$ cat src/rtl/perm_pkg.sv
package perm_pkg;

    localparam int MODE_W  = 2;
    localparam int GRADE_W = 2;

    typedef enum logic [MODE_W-1:0] {
        DM_DENY  = 2'd0,
        DM_CHECK = 2'd1,
        DM_RSV   = 2'd2,
        DM_FULL  = 2'd3
    } dmode_t;

    typedef enum logic [GRADE_W-1:0] {
        GR_NONE = 2'd0,
        GR_RO   = 2'd1,
        GR_RW   = 2'd2
    } grade_t;

    typedef struct packed {
        grade_t grade;
        logic   pass;
        logic   dom_fault;
        logic   perm_fault;
        logic   rsv_err;
    } verdict_t;

    localparam verdict_t VERDICT_IDLE = '{grade: GR_NONE, pass: 1'b0,
                                          dom_fault: 1'b0, perm_fault: 1'b0,
                                          rsv_err: 1'b0};

    // Grade given by a permission code when the domain asks for checking.
    function automatic grade_t code_grade(input logic [1:0] ap,
                                          input logic user,
                                          input logic sys_bit,
                                          input logic rom_bit);
        grade_t g;
        case (ap)
            2'd0: begin
                case ({sys_bit, rom_bit})
                    2'b10:   g = user ? GR_NONE : GR_RO;
                    2'b01:   g = GR_RO;
                    default: g = GR_NONE;
                endcase
            end
            2'd1:    g = user ? GR_NONE : GR_RW;
            2'd2:    g = user ? GR_RO : GR_RW;
            default: g = GR_RW;
        endcase
        return g;
    endfunction

endpackage

$ cat src/rtl/dom_mode_pick.sv
module dom_mode_pick
    import perm_pkg::*;
#(
    parameter int NUM_DOMAINS = 16,
    localparam int DOM_W  = $clog2(NUM_DOMAINS),
    localparam int CTRL_W = MODE_W * NUM_DOMAINS
) (
    input  logic [DOM_W-1:0]  domain,
    input  logic [CTRL_W-1:0] ctrl,
    output dmode_t            mode
);

    logic [MODE_W-1:0] fields [NUM_DOMAINS];

    for (genvar g = 0; g < NUM_DOMAINS; g++) begin : g_field
        assign fields[g] = ctrl[MODE_W*g +: MODE_W];
    end

    assign mode = dmode_t'(fields[domain]);

endmodule

$ cat src/rtl/ap_grader.sv
module ap_grader
    import perm_pkg::*;
(
    input  logic [1:0] ap,
    input  logic       user,
    input  logic       sys_bit,
    input  logic       rom_bit,
    output grade_t     grade
);

    always_comb begin
        grade = code_grade(ap, user, sys_bit, rom_bit);
    end

endmodule

$ cat src/rtl/verdict_merge.sv
module verdict_merge
    import perm_pkg::*;
(
    input  dmode_t   mode,
    input  grade_t   code_gr,
    input  logic     write,
    output verdict_t verdict
);

    grade_t final_gr;

    always_comb begin
        case (mode)
            DM_CHECK: final_gr = code_gr;
            DM_FULL:  final_gr = GR_RW;
            default:  final_gr = GR_NONE;
        endcase

        verdict            = VERDICT_IDLE;
        verdict.grade      = final_gr;
        verdict.pass       = (final_gr > {1'b0, write});
        verdict.dom_fault  = (mode == DM_DENY);
        verdict.rsv_err    = (mode == DM_RSV);
        verdict.perm_fault = (mode == DM_CHECK) && !(final_gr > {1'b0, write});
    end

endmodule

$ cat src/rtl/acc_perm_check.sv
module acc_perm_check
    import perm_pkg::*;
#(
    parameter int NUM_DOMAINS = 16,
    localparam int DOM_W  = $clog2(NUM_DOMAINS),
    localparam int CTRL_W = MODE_W * NUM_DOMAINS
) (
    input  logic              clk,
    input  logic              rst,
    input  logic              req_valid,
    input  logic [DOM_W-1:0]  req_domain,
    input  logic [CTRL_W-1:0] dom_ctrl,
    input  logic [1:0]        req_ap,
    input  logic              req_user,
    input  logic              req_write,
    input  logic              ctl_sys,
    input  logic              ctl_rom,
    output logic              rsp_valid,
    output logic [1:0]        rsp_grade,
    output logic              rsp_pass,
    output logic              rsp_dom_fault,
    output logic              rsp_perm_fault,
    output logic              rsp_rsv_err
);

    dmode_t   cur_mode;
    grade_t   cur_code_gr;
    verdict_t cur_verdict;
    verdict_t held;

    dom_mode_pick #(.NUM_DOMAINS(NUM_DOMAINS)) u_pick (
        .domain (req_domain),
        .ctrl   (dom_ctrl),
        .mode   (cur_mode)
    );

    ap_grader u_grade (
        .ap      (req_ap),
        .user    (req_user),
        .sys_bit (ctl_sys),
        .rom_bit (ctl_rom),
        .grade   (cur_code_gr)
    );

    verdict_merge u_merge (
        .mode    (cur_mode),
        .code_gr (cur_code_gr),
        .write   (req_write),
        .verdict (cur_verdict)
    );

    always_ff @(posedge clk) begin
        if (rst) begin
            rsp_valid <= 1'b0;
            held      <= VERDICT_IDLE;
        end else begin
            rsp_valid <= req_valid;
            if (req_valid) begin
                held <= cur_verdict;
            end
        end
    end

    assign rsp_grade      = held.grade;
    assign rsp_pass       = held.pass;
    assign rsp_dom_fault  = held.dom_fault;
    assign rsp_perm_fault = held.perm_fault;
    assign rsp_rsv_err    = held.rsv_err;

endmodule

$ cat config.mk
export PLATFORM = sky130hd
export DESIGN_NAME = acc_perm_check
export DESIGN_NICKNAME = d
export VERILOG_FILES = /design/src/rtl/perm_pkg.sv /design/src/rtl/dom_mode_pick.sv /design/src/rtl/ap_grader.sv /design/src/rtl/verdict_merge.sv /design/src/rtl/acc_perm_check.sv
export SDC_FILE = /design/constraint.sdc
export NUM_CORES = 1
export LEC_CHECK = 0
export CAP_MARGIN = 20
export CORE_MARGIN = 1
export CORE_UTILIZATION = 30
export CTS_CLUSTER_DIAMETER = 200
export DETAILED_ROUTE_END_ITERATION = 8
export GPL_ROUTABILITY_DRIVEN = 0
export PLACE_DENSITY_LB_ADDON = 0.2
export SLEW_MARGIN = 20
export SYNTH_ARGS = -nofsm -noshare
export SYNTH_HDL_FRONTEND = slang
export SYNTH_SLANG_ARGS = --single-unit
$ cat constraint.sdc
create_clock -name clk -period 2.5 [get_ports clk]
set_input_delay 0.25 -clock clk [delete_from_list [all_inputs] [get_ports clk]]
set_output_delay 0.25 -clock clk [all_outputs]
set_load 0.005 [all_outputs]
==> flow_summary.json, run 1 <==
{
  "p_total_mw": 0.410,
  "ys_seq_elements": 7,
  "post-route-period-util_pct": 97.4,
  "die_y_um": 50.5,
  "ys_warn_count": 0,
  "grt_max_degree": 11,
  "r2r_end": "rsp_pass",
  "avgSynthCellArea_um2": 10.7,
  "setup_viol": 0,
  "clockBufferDepth": 2,
  "core_mm2": 0.00221,
  "slew_headroom_pct": 72.8,
  "tritoncts": "yes",
  "cpPeakStageDelay_ns": 0.50,
  "max_freq_ghz": 0.411,
  "h-tree-depth": 1,
  "synthCells": 66,
  "clock_skew_ns": 0,
  "grt_pass1_wl_mm": 2.62,
  "synth_area_um2": 707,
  "antenna_found_initial": 0,
  "yosysUniqueCellTypes": 32,
  "holdWs_ns": 0.479,
  "post_dp_cell_area_mm2": 0.00126,
  "root_buffer": "clkbuf_4",
  "p_int_mw": 0.304,
  "pwr-share-clk_pct": 25.0,
  "power-per-cell-area_mw_per_mm2": 313,
  "dieWidth_um": 50.5,
  "start_util_pct": 32.0,
  "drive_gt1_share_pct": 21.4,
  "rsz0062_at_grt": "false",
  "mostFrequentLayoutCell": "clkdlybuf4s50_1",
  "dp_hpwl_mm": 1.45,
  "crit_fanout": 3,
  "place_ws_ns": -0.634,
  "critPathBufInv": 1,
  "combPwrFrac_pct": 45.3,
  "hold_end": "rsp_dom_fault",
  "hp-start": "rsp_dom_fault",
  "cp-start-kind": "input pin",
  "grt-ovfl-total": 0,
  "crit_family": "simple AND/OR/NAND/NOR gates",
  "drt_pass1_iterations": 3,
  "hold_path_class": "flop to flop",
  "worst_slew_pin_slew_ns": 0.408,
  "vias_per_cell": 4.82,
  "cts_inserted_buffers": 3,
  "grt_pass1_vias": 692,
  "setup_ws_ns": 0.0655,
  "seqCellArea_um2": 140,
  "critPathKind": "input pin to flop",
  "seqPwrFrac_pct": 29.8,
  "hold_buffers": 0,
  "path_common_cell": "or4_4",
  "end_kind": "flop",
  "ir_drop_uv": 229,
  "ys_seq_area_share_pct": 19.8,
  "insertion_delay_ns": 0.25,
  "post-route-util_pct": 59.2,
  "numPortBuffers": 51,
  "critical_path_required_ns": 2.66,
  "path_cells": "dlygate4sd2_1 -> mux4_2 -> a22oi_2 -> o21ai_2 -> or4_4 -> ha_4 -> nor2_4 -> or4_4 -> o32ai_2",
  "synth_top_cell_by_area": "dfxtp_1",
  "io_pins": 52,
  "vias": 742,
  "yosysTopAreaCellShare_pct": 19.8,
  "fin_crit_ns": 2.43,
  "switching_power_mw": 0.106,
  "nFillCells": 221,
  "syn2layout_area_growth_pct": 85.3,
  "wl_per_cell_um": 10.9,
  "nNetsFinal": 175,
  "p_leak_nw": 0.545,
  "worstPathArrival_ns": 2.60,
  "design_area_mm2": 0.00131,
  "final_cell_mix": "clkdlybuf4s50_1 (38), dlygate4sd2_1 (10), inv_1 (8)",
  "r2r_start": "rsp_pass",
  "status": "finished clean",
  "ff2ff_path_depth": 3,
  "cts.sinks": 7,
  "n_antenna_cell": 0,
  "synth_fp_nets": 114,
  "slew_viol_final": 0,
  "ant_nets": 0,
  "synthTopCellsByArea": "dfxtp_1 (20%), mux4_1 (15%), mux2i_1 (8.5%)",
  "min_path_cells": 2,
  "track_usage_pct": 13.7,
  "cp_slowest_cell": "or4_4",
  "switching_share_pct": 25.8,
  "path_clk_slew_ns": 0.05,
  "hold_violations": 0,
  "multiInputGateArea_um2": 517,
  "drc_errors": 0,
  "num_rows": 17,
  "drt_wl_total_mm": 1.67,
  "first_iter_violations": 3,
  "r2r_slack_ns": 1.65,
  "die_area_mm2": 0.00255,
  "maxCapViolations": 0
}
worst max path at each step:
stage	start	endpoint	slack, ns	cells after the start
detailed placement	req_domain[0]	rsp_pass	-0.63	12
floorplan	req_domain[0]	rsp_perm_fault	-0.06	9
CTS	req_domain[0]	rsp_pass	0.006	11
global route	req_domain[1]	rsp_perm_fault	0.02	10
finish	dom_ctrl[31]	rsp_perm_fault	0.07	9
global placement	req_domain[0]	rsp_pass	-0.55	10
power groups by stage:
stage / clock (mW) / combinational (mW) / sequential (mW)
after floorplan: 0 / 0.0821 / 0.125
after global placement: 0 / 0.179 / 0.124
after detailed placement: 0 / 0.181 / 0.124
after CTS: 0.107 / 0.180 / 0.122
after global routing: 0.111 / 0.200 / 0.123
final: 0.102 / 0.185 / 0.122
Yosys cell counts:
master     instances
mux2i_1            6
mux4_2             2
mux4_1             4
a221oi_1           2
nor3b_1            1
and2_1             1
o32ai_2            1
nor2_1             7
nor3_1             1
nand2_1            1
or4_4              1
o211ai_1           1
ha_1               3
buf_4              1
a31o_2             1
a21oi_1            2
o21ai_2            1
or4_1              1
nand2b_1           1
nor2b_1            2
o21a_1             1
buf_6              1
o21ai_0            1
bufbuf_16          1
o32ai_1            2
mux2_4             1
inv_1              8
a22oi_2            1
o31a_1             1
a311oi_1           1
dfxtp_1            7
a211oi_1           1
worst reg2reg max path: stages, from the launching register on:
cell and delay, ns:
dfxtp_1 0.32, nor2_1 0.04, a311oi_1 0.25, o31a_1 0.17
cells by family after synthesis:
logic type | Yosys count | synth area share (%)
mux | 13 | 31.9
buf+inv | 11 | 11.5
compound gates | 16 | 19.3
fa+ha+maj | 3 | 5.31
simple gates | 16 | 12.2
flops | 7 | 19.8
state kept, by name, summed over array words and instances (netlist names):
register	count
rsp_pass	1
rsp_dom_fault	1
rsp_grade	2
rsp_valid	1
rsp_perm_fault	1
rsp_rsv_err	1
metrics by stage:
step | setup TNS, ns | instances
3_5_place_dp | -1.24 | 149
4_1_cts | 0 | 154
5_1_grt | 0 | 154
6_report | 0 | 154
2_1_floorplan | -0.127 | 66
3_3_place_gp | -1.10 | 149
metal layers:
layer,up-vias,routed length [um],global-route usage (%)
li1,377,-,-
met1,325,568,12.0
met2,36,936,26.9
met3,4,138,3.03
met4,0,31,9.72
met5,-,0,0
final cells by class:
cell class / instances / area share (%)
Sequential cell: 7 / 10.7
Inverter: 8 / 2.29
Multi-Input combinational cell: 48 / 39.4
Tap cell: 28 / 2.67
Timing Repair Buffer: 59 / 42.9
Clock buffer: 4 / 2.01
timing repair:
action | CTS | global route
setup buffers | 1 | 0
pin swaps | 5 | 8
resized for setup | 14 | 10
setup endpoints to repair | 2 | 2
No activity file was read; power rests on OpenSTA's default activity.
==> run 2: changes to the inputs <==
CORE_ASPECT_RATIO = 1.5   (was not set)
==> flow_summary.json, run 2 (synthesis results as in run 1) <==
{
  "status": "finished clean",
  "clockBufferDepth": 2,
  "nNetsFinal": 177,
  "hold_violations": 0,
  "core_mm2": 0.00223,
  "tritoncts": "yes",
  "ant_nets": 0,
  "die_area_mm2": 0.00256,
  "fin_crit_ns": 2.38,
  "power-per-cell-area_mw_per_mm2": 315,
  "place_inst": 146,
  "critPathBufInv": 1,
  "post-route-period-util_pct": 95.4,
  "end_kind": "flop",
  "track_usage_pct": 16.0,
  "num_rows": 21,
  "tns_ns": 0,
  "r2r_end": "rsp_pass",
  "grt_max_degree": 9,
  "nFillCells": 206,
  "mostFrequentLayoutCell": "clkdlybuf4s50_1",
  "place_ws_ns": -0.649,
  "path_common_cell": "or4_4",
  "holdWs_ns": 0.489,
  "slew_viol_final": 0,
  "wl_per_cell_um": 12.4,
  "cpPeakStageDelay_ns": 0.50,
  "ir_drop_uv": 132,
  "r2r_slack_ns": 1.64,
  "root_buffer": "clkbuf_4",
  "numPortBuffers": 51,
  "crit_cells": 9,
  "path_clk_slew_ns": 0.05,
  "max_freq_ghz": 0.419,
  "critical_path_required_ns": 2.67,
  "crit_family": "simple AND/OR/NAND/NOR gates",
  "setup_viol": 0,
  "grt-ovfl-total": 0,
  "final_cell_mix": "clkdlybuf4s50_1 (39), dlygate4sd2_1 (10), buf_4 (9)",
  "final_cells": 151,
  "drt_pass1_iterations": 4,
  "vias_per_cell": 5.27,
  "critPathKind": "input pin to flop",
  "cp_slowest_cell": "or4_4",
  "endpoint": "rsp_perm_fault",
  "clock_skew_ns": 0,
  "drc_errors": 0,
  "drive_gt1_share_pct": 21.9,
  "crit_fanout": 3,
  "slew_headroom_pct": 71.5,
  "grt_pass1_wl_mm": 2.97,
  "rsz0062_at_grt": "false",
  "h-tree-depth": 1,
  "syn2layout_area_growth_pct": 86.2,
  "largest_reg_flops": 2,
  "cts.sinks": 7,
  "cp-start-kind": "input pin",
  "drt_wl_total_mm": 1.88,
  "hold_path_class": "flop to flop",
  "die_y_um": 61.5,
  "post-route-util_pct": 58.9,
  "worst_slew_pin_slew_ns": 0.424,
  "start_util_pct": 31.7,
  "cts_inserted_buffers": 3,
  "grt_pass1_vias": 786,
  "maxCapViolations": 0,
  "io_pins": 52,
  "worstPathArrival_ns": 2.55,
  "dieWidth_um": 41.6,
  "n_antenna_cell": 0,
  "cp-startpoint": "dom_ctrl[29]",
  "insertion_delay_ns": 0.25,
  "first_iter_violations": 6,
  "path_cells": "dlygate4sd2_1 -> mux4_2 -> a22oi_2 -> o21ai_2 -> or4_4 -> ha_4 -> nor2_4 -> or4_4 -> o32ai_2",
  "dp_hpwl_mm": 1.62,
  "antenna_found_initial": 0,
  "vias": 796,
  "r2r_start": "rsp_pass",
  "ff2ff_path_depth": 3,
  "min_path_cells": 2,
  "p_leak_nw": 0.549,
  "setup_ws_ns": 0.115
}
-- run 2: how the worst min path moves through the flow --
stage,start,endpoint,slack [ns]
after floorplan,rst,rsp_grade[0],0.35
after global placement,rsp_dom_fault,rsp_dom_fault,0.47
after detailed placement,rsp_grade[0],rsp_grade[0],0.48
after CTS,rsp_dom_fault,rsp_dom_fault,0.49
after global routing,rsp_dom_fault,rsp_dom_fault,0.52
final,rsp_dom_fault,rsp_dom_fault,0.49
-- run 2: worst register-to-register path: stages, from the launching register on --
cell      delay, ns
dfxtp_1        0.32
nor2_1         0.05
a311oi_2       0.26
o31a_1         0.17
-- run 2: cell type report --
type / instances / area (um^2) / share of cell area (%)
multi-input cells: 48 / 517 / 39.3
clock buffers: 4 / 26.3 / 2.00
inverters: 8 / 30.0 / 2.28
flip-flops and latches: 7 / 140 / 10.6
repair buffers: 61 / 574 / 43.6
well taps: 23 / 28.8 / 2.19
-- run 2: per-layer routing --
layer / up-vias / part of all wire [%] / wire, um / GRT usage [%]
li1: 384 / - / - / -
met1: 368 / 30 / 559 / 11.3
met2: 42 / 63 / 1190 / 35.0
met3: 2 / 6.1 / 115 / 4.69
met4: 0 / 0.53 / 10 / 10.6
met5: - / 0 / 0 / 0
-- run 2: repair_timing --
action | CTS | global route
setup buffers | 0 | 1
hold endpoints to repair | 0 | 0
pin swaps | 5 | 5
setup endpoints to repair | 2 | 2
gates resized for setup | 15 | 7
hold buffers | 0 | 0
-- run 2: power by group --
| part | internal, mW | switching [mW] |
|---|---|---|
| Clock | 0.0610 | 0.0424 |
| Combinational | 0.125 | 0.0647 |
| Sequential | 0.119 | 0.00307 |
-- run 2: stage by stage --
stage | power [mW] | instance area [um^2]
floorplan | 0.207 | 718
global placement | 0.306 | 1260
detailed placement | 0.311 | 1260
CTS | 0.415 | 1290
global route | 0.453 | 1320
finish | 0.415 | 1320
==> run 3: changes to the inputs <==
CELL_PAD_IN_SITES_DETAIL_PLACEMENT = 1   (was not set)
CELL_PAD_IN_SITES_GLOBAL_PLACEMENT = 1   (was not set)
CORE_UTILIZATION = 21   (was 30)
SLEW_MARGIN = 25   (was 20)
==> flow_summary.json, run 3 (synthesis results as in run 1) <==
{
  "status": "finished clean",
  "drt_pass1_iterations": 2,
  "vias_per_cell": 4.76,
  "place_inst": 163,
  "end_kind": "flop",
  "track_usage_pct": 14.4,
  "die_area_mm2": 0.00361,
  "crit_cells": 8,
  "nFillCells": 387,
  "critical_path_required_ns": 2.64,
  "n_antenna_cell": 0,
  "wl_per_cell_um": 13.8,
  "maxCapViolations": 0,
  "critPathBufInv": 2,
  "switching_share_pct": 25.5,
  "power-per-cell-area_mw_per_mm2": 344,
  "nNetsFinal": 180,
  "setup_viol": 0,
  "crit_family": "simple AND/OR/NAND/NOR gates",
  "drt_wl_total_mm": 2.35,
  "start_util_pct": 22.2,
  "post-route-period-util_pct": 97.5,
  "p_leak_nw": 0.614,
  "p_int_mw": 0.354,
  "cts.sinks": 7,
  "fin_crit_ns": 2.44,
  "drive_gt1_share_pct": 29.0,
  "worst_slew_pin_slew_ns": 0.423,
  "switching_power_mw": 0.121,
  "numPortBuffers": 51,
  "tritoncts": "yes",
  "grt_max_degree": 11,
  "num_rows": 25,
  "slew_headroom_pct": 71.5,
  "cp_slowest_cell": "clkdlybuf4s50_1",
  "ant_nets": 0,
  "hold_path_class": "flop to flop",
  "endpoint": "rsp_perm_fault",
  "root_buffer": "clkbuf_8",
  "vias": 814,
  "max_freq_ghz": 0.410,
  "combPwrFrac_pct": 41.3,
  "slew_viol_final": 0,
  "final_cells": 171,
  "io_pins": 52,
  "final_cell_mix": "dlygate4sd2_1 (21), clkdlybuf4s50_1 (19), buf_4 (12)",
  "r2r_end": "rsp_pass",
  "tns_ns": 0,
  "mostFrequentLayoutCell": "dlygate4sd2_1",
  "crit_fanout": 3,
  "clock_skew_ns": 0,
  "path_clk_slew_ns": 0.04,
  "grt-ovfl-total": 0,
  "clockBufferDepth": 2,
  "die_y_um": 73.1,
  "hold_buffers": 0,
  "path_cells": "clkdlybuf4s50_1 -> buf_4 -> mux2_4 -> or4_4 -> ha_4 -> nor2_4 -> or4_4 -> o32ai_2",
  "cp-startpoint": "req_domain[3]",
  "drc_errors": 0,
  "critPathKind": "input pin to flop",
  "syn2layout_area_growth_pct": 95.4,
  "insertion_delay_ns": 0.22,
  "ff2ff_path_depth": 3,
  "worstPathArrival_ns": 2.57,
  "largest_reg_flops": 2,
  "hold_violations": 0,
  "dieWidth_um": 49.4,
  "grt_pass1_vias": 902,
  "cts_inserted_buffers": 3,
  "h-tree-depth": 1,
  "cpPeakStageDelay_ns": 0.53,
  "path_common_cell": "or4_4",
  "ir_drop_uv": 132,
  "antenna_found_initial": 0,
  "first_iter_violations": 3,
  "dp_hpwl_mm": 1.97,
  "grt_pass1_wl_mm": 3.86,
  "r2r_slack_ns": 1.66,
  "seqPwrFrac_pct": 25.8,
  "pwr-share-clk_pct": 32.9,
  "core_mm2": 0.00319,
  "cp-start-kind": "input pin",
  "r2r_start": "rsp_pass"
}
run 3: power by group through the flow:
| stage | combinational, mW | sequential (mW) | clock (mW) |
|---|---|---|---|
| floorplan | 0.0821 | 0.125 | 0 |
| global placement | 0.185 | 0.124 | 0 |
| detailed placement | 0.190 | 0.125 | 0 |
| CTS | 0.186 | 0.123 | 0.161 |
| global route | 0.212 | 0.124 | 0.169 |
| finish | 0.196 | 0.123 | 0.156 |
run 3: layout make-up:
cell class / instances / area (um^2) / area share [%]
Timing Repair Buffer: 64 / 597 / 43.2
Multi-Input combinational cell: 48 / 519 / 37.6
Sequential cell: 7 / 140 / 10.1
Tap cell: 40 / 50.0 / 3.62
Clock buffer: 4 / 45.0 / 3.26
Inverter: 8 / 30.0 / 2.17
run 3: worst min path at each step:
stage	start	end	slack [ns]	cells past startpoint
after global routing	rsp_grade[0]	rsp_grade[0]	0.51	2
after CTS	rsp_grade[0]	rsp_grade[0]	0.50	2
after global placement	rsp_dom_fault	rsp_dom_fault	0.47	2
final	rsp_dom_fault	rsp_dom_fault	0.49	2
after detailed placement	rsp_grade[0]	rsp_grade[0]	0.49	2
after floorplan	rst	rsp_grade[0]	0.35	1
run 3: timing repair:
| item | 4_1_cts | 5_1_grt |
|---|---|---|
| buffers inserted | 2 | 2 |
| pin swaps | 6 | 4 |
| endpoints found under the setup margin | 2 | 2 |
| resized for setup | 42 | 13 |
run 3: worst min-delay path: stages, from the launching register on:
cell and delay, ns:
dfxtp_1 0.30, inv_1 0.05, o32ai_1 0.08
run 3: stage by stage:
step	setup slack (ns)	utilization (%)	total power, mW	hold slack (ns)	cell area [um^2]
2_1_floorplan	-0.0637	-	0.207	0.347	718
3_3_place_gp	-0.559	40.3	0.309	0.466	1290
3_5_place_dp	-0.698	40.3	0.315	0.495	1290
4_1_cts	0.00175	41.1	0.469	0.502	1310
5_1_grt	-0.000732	43.3	0.505	0.510	1380
6_report	0.0635	43.3	0.475	0.490	1380
run 3: routing by layer:
layer  GRT usage, %  vias up  wire length [um]
met1           11.9      386               730
met3           3.33        4               156
met2           30.6       41              1430
met5              0        -                 0
met4           6.67        0                33
li1               -      383                 -
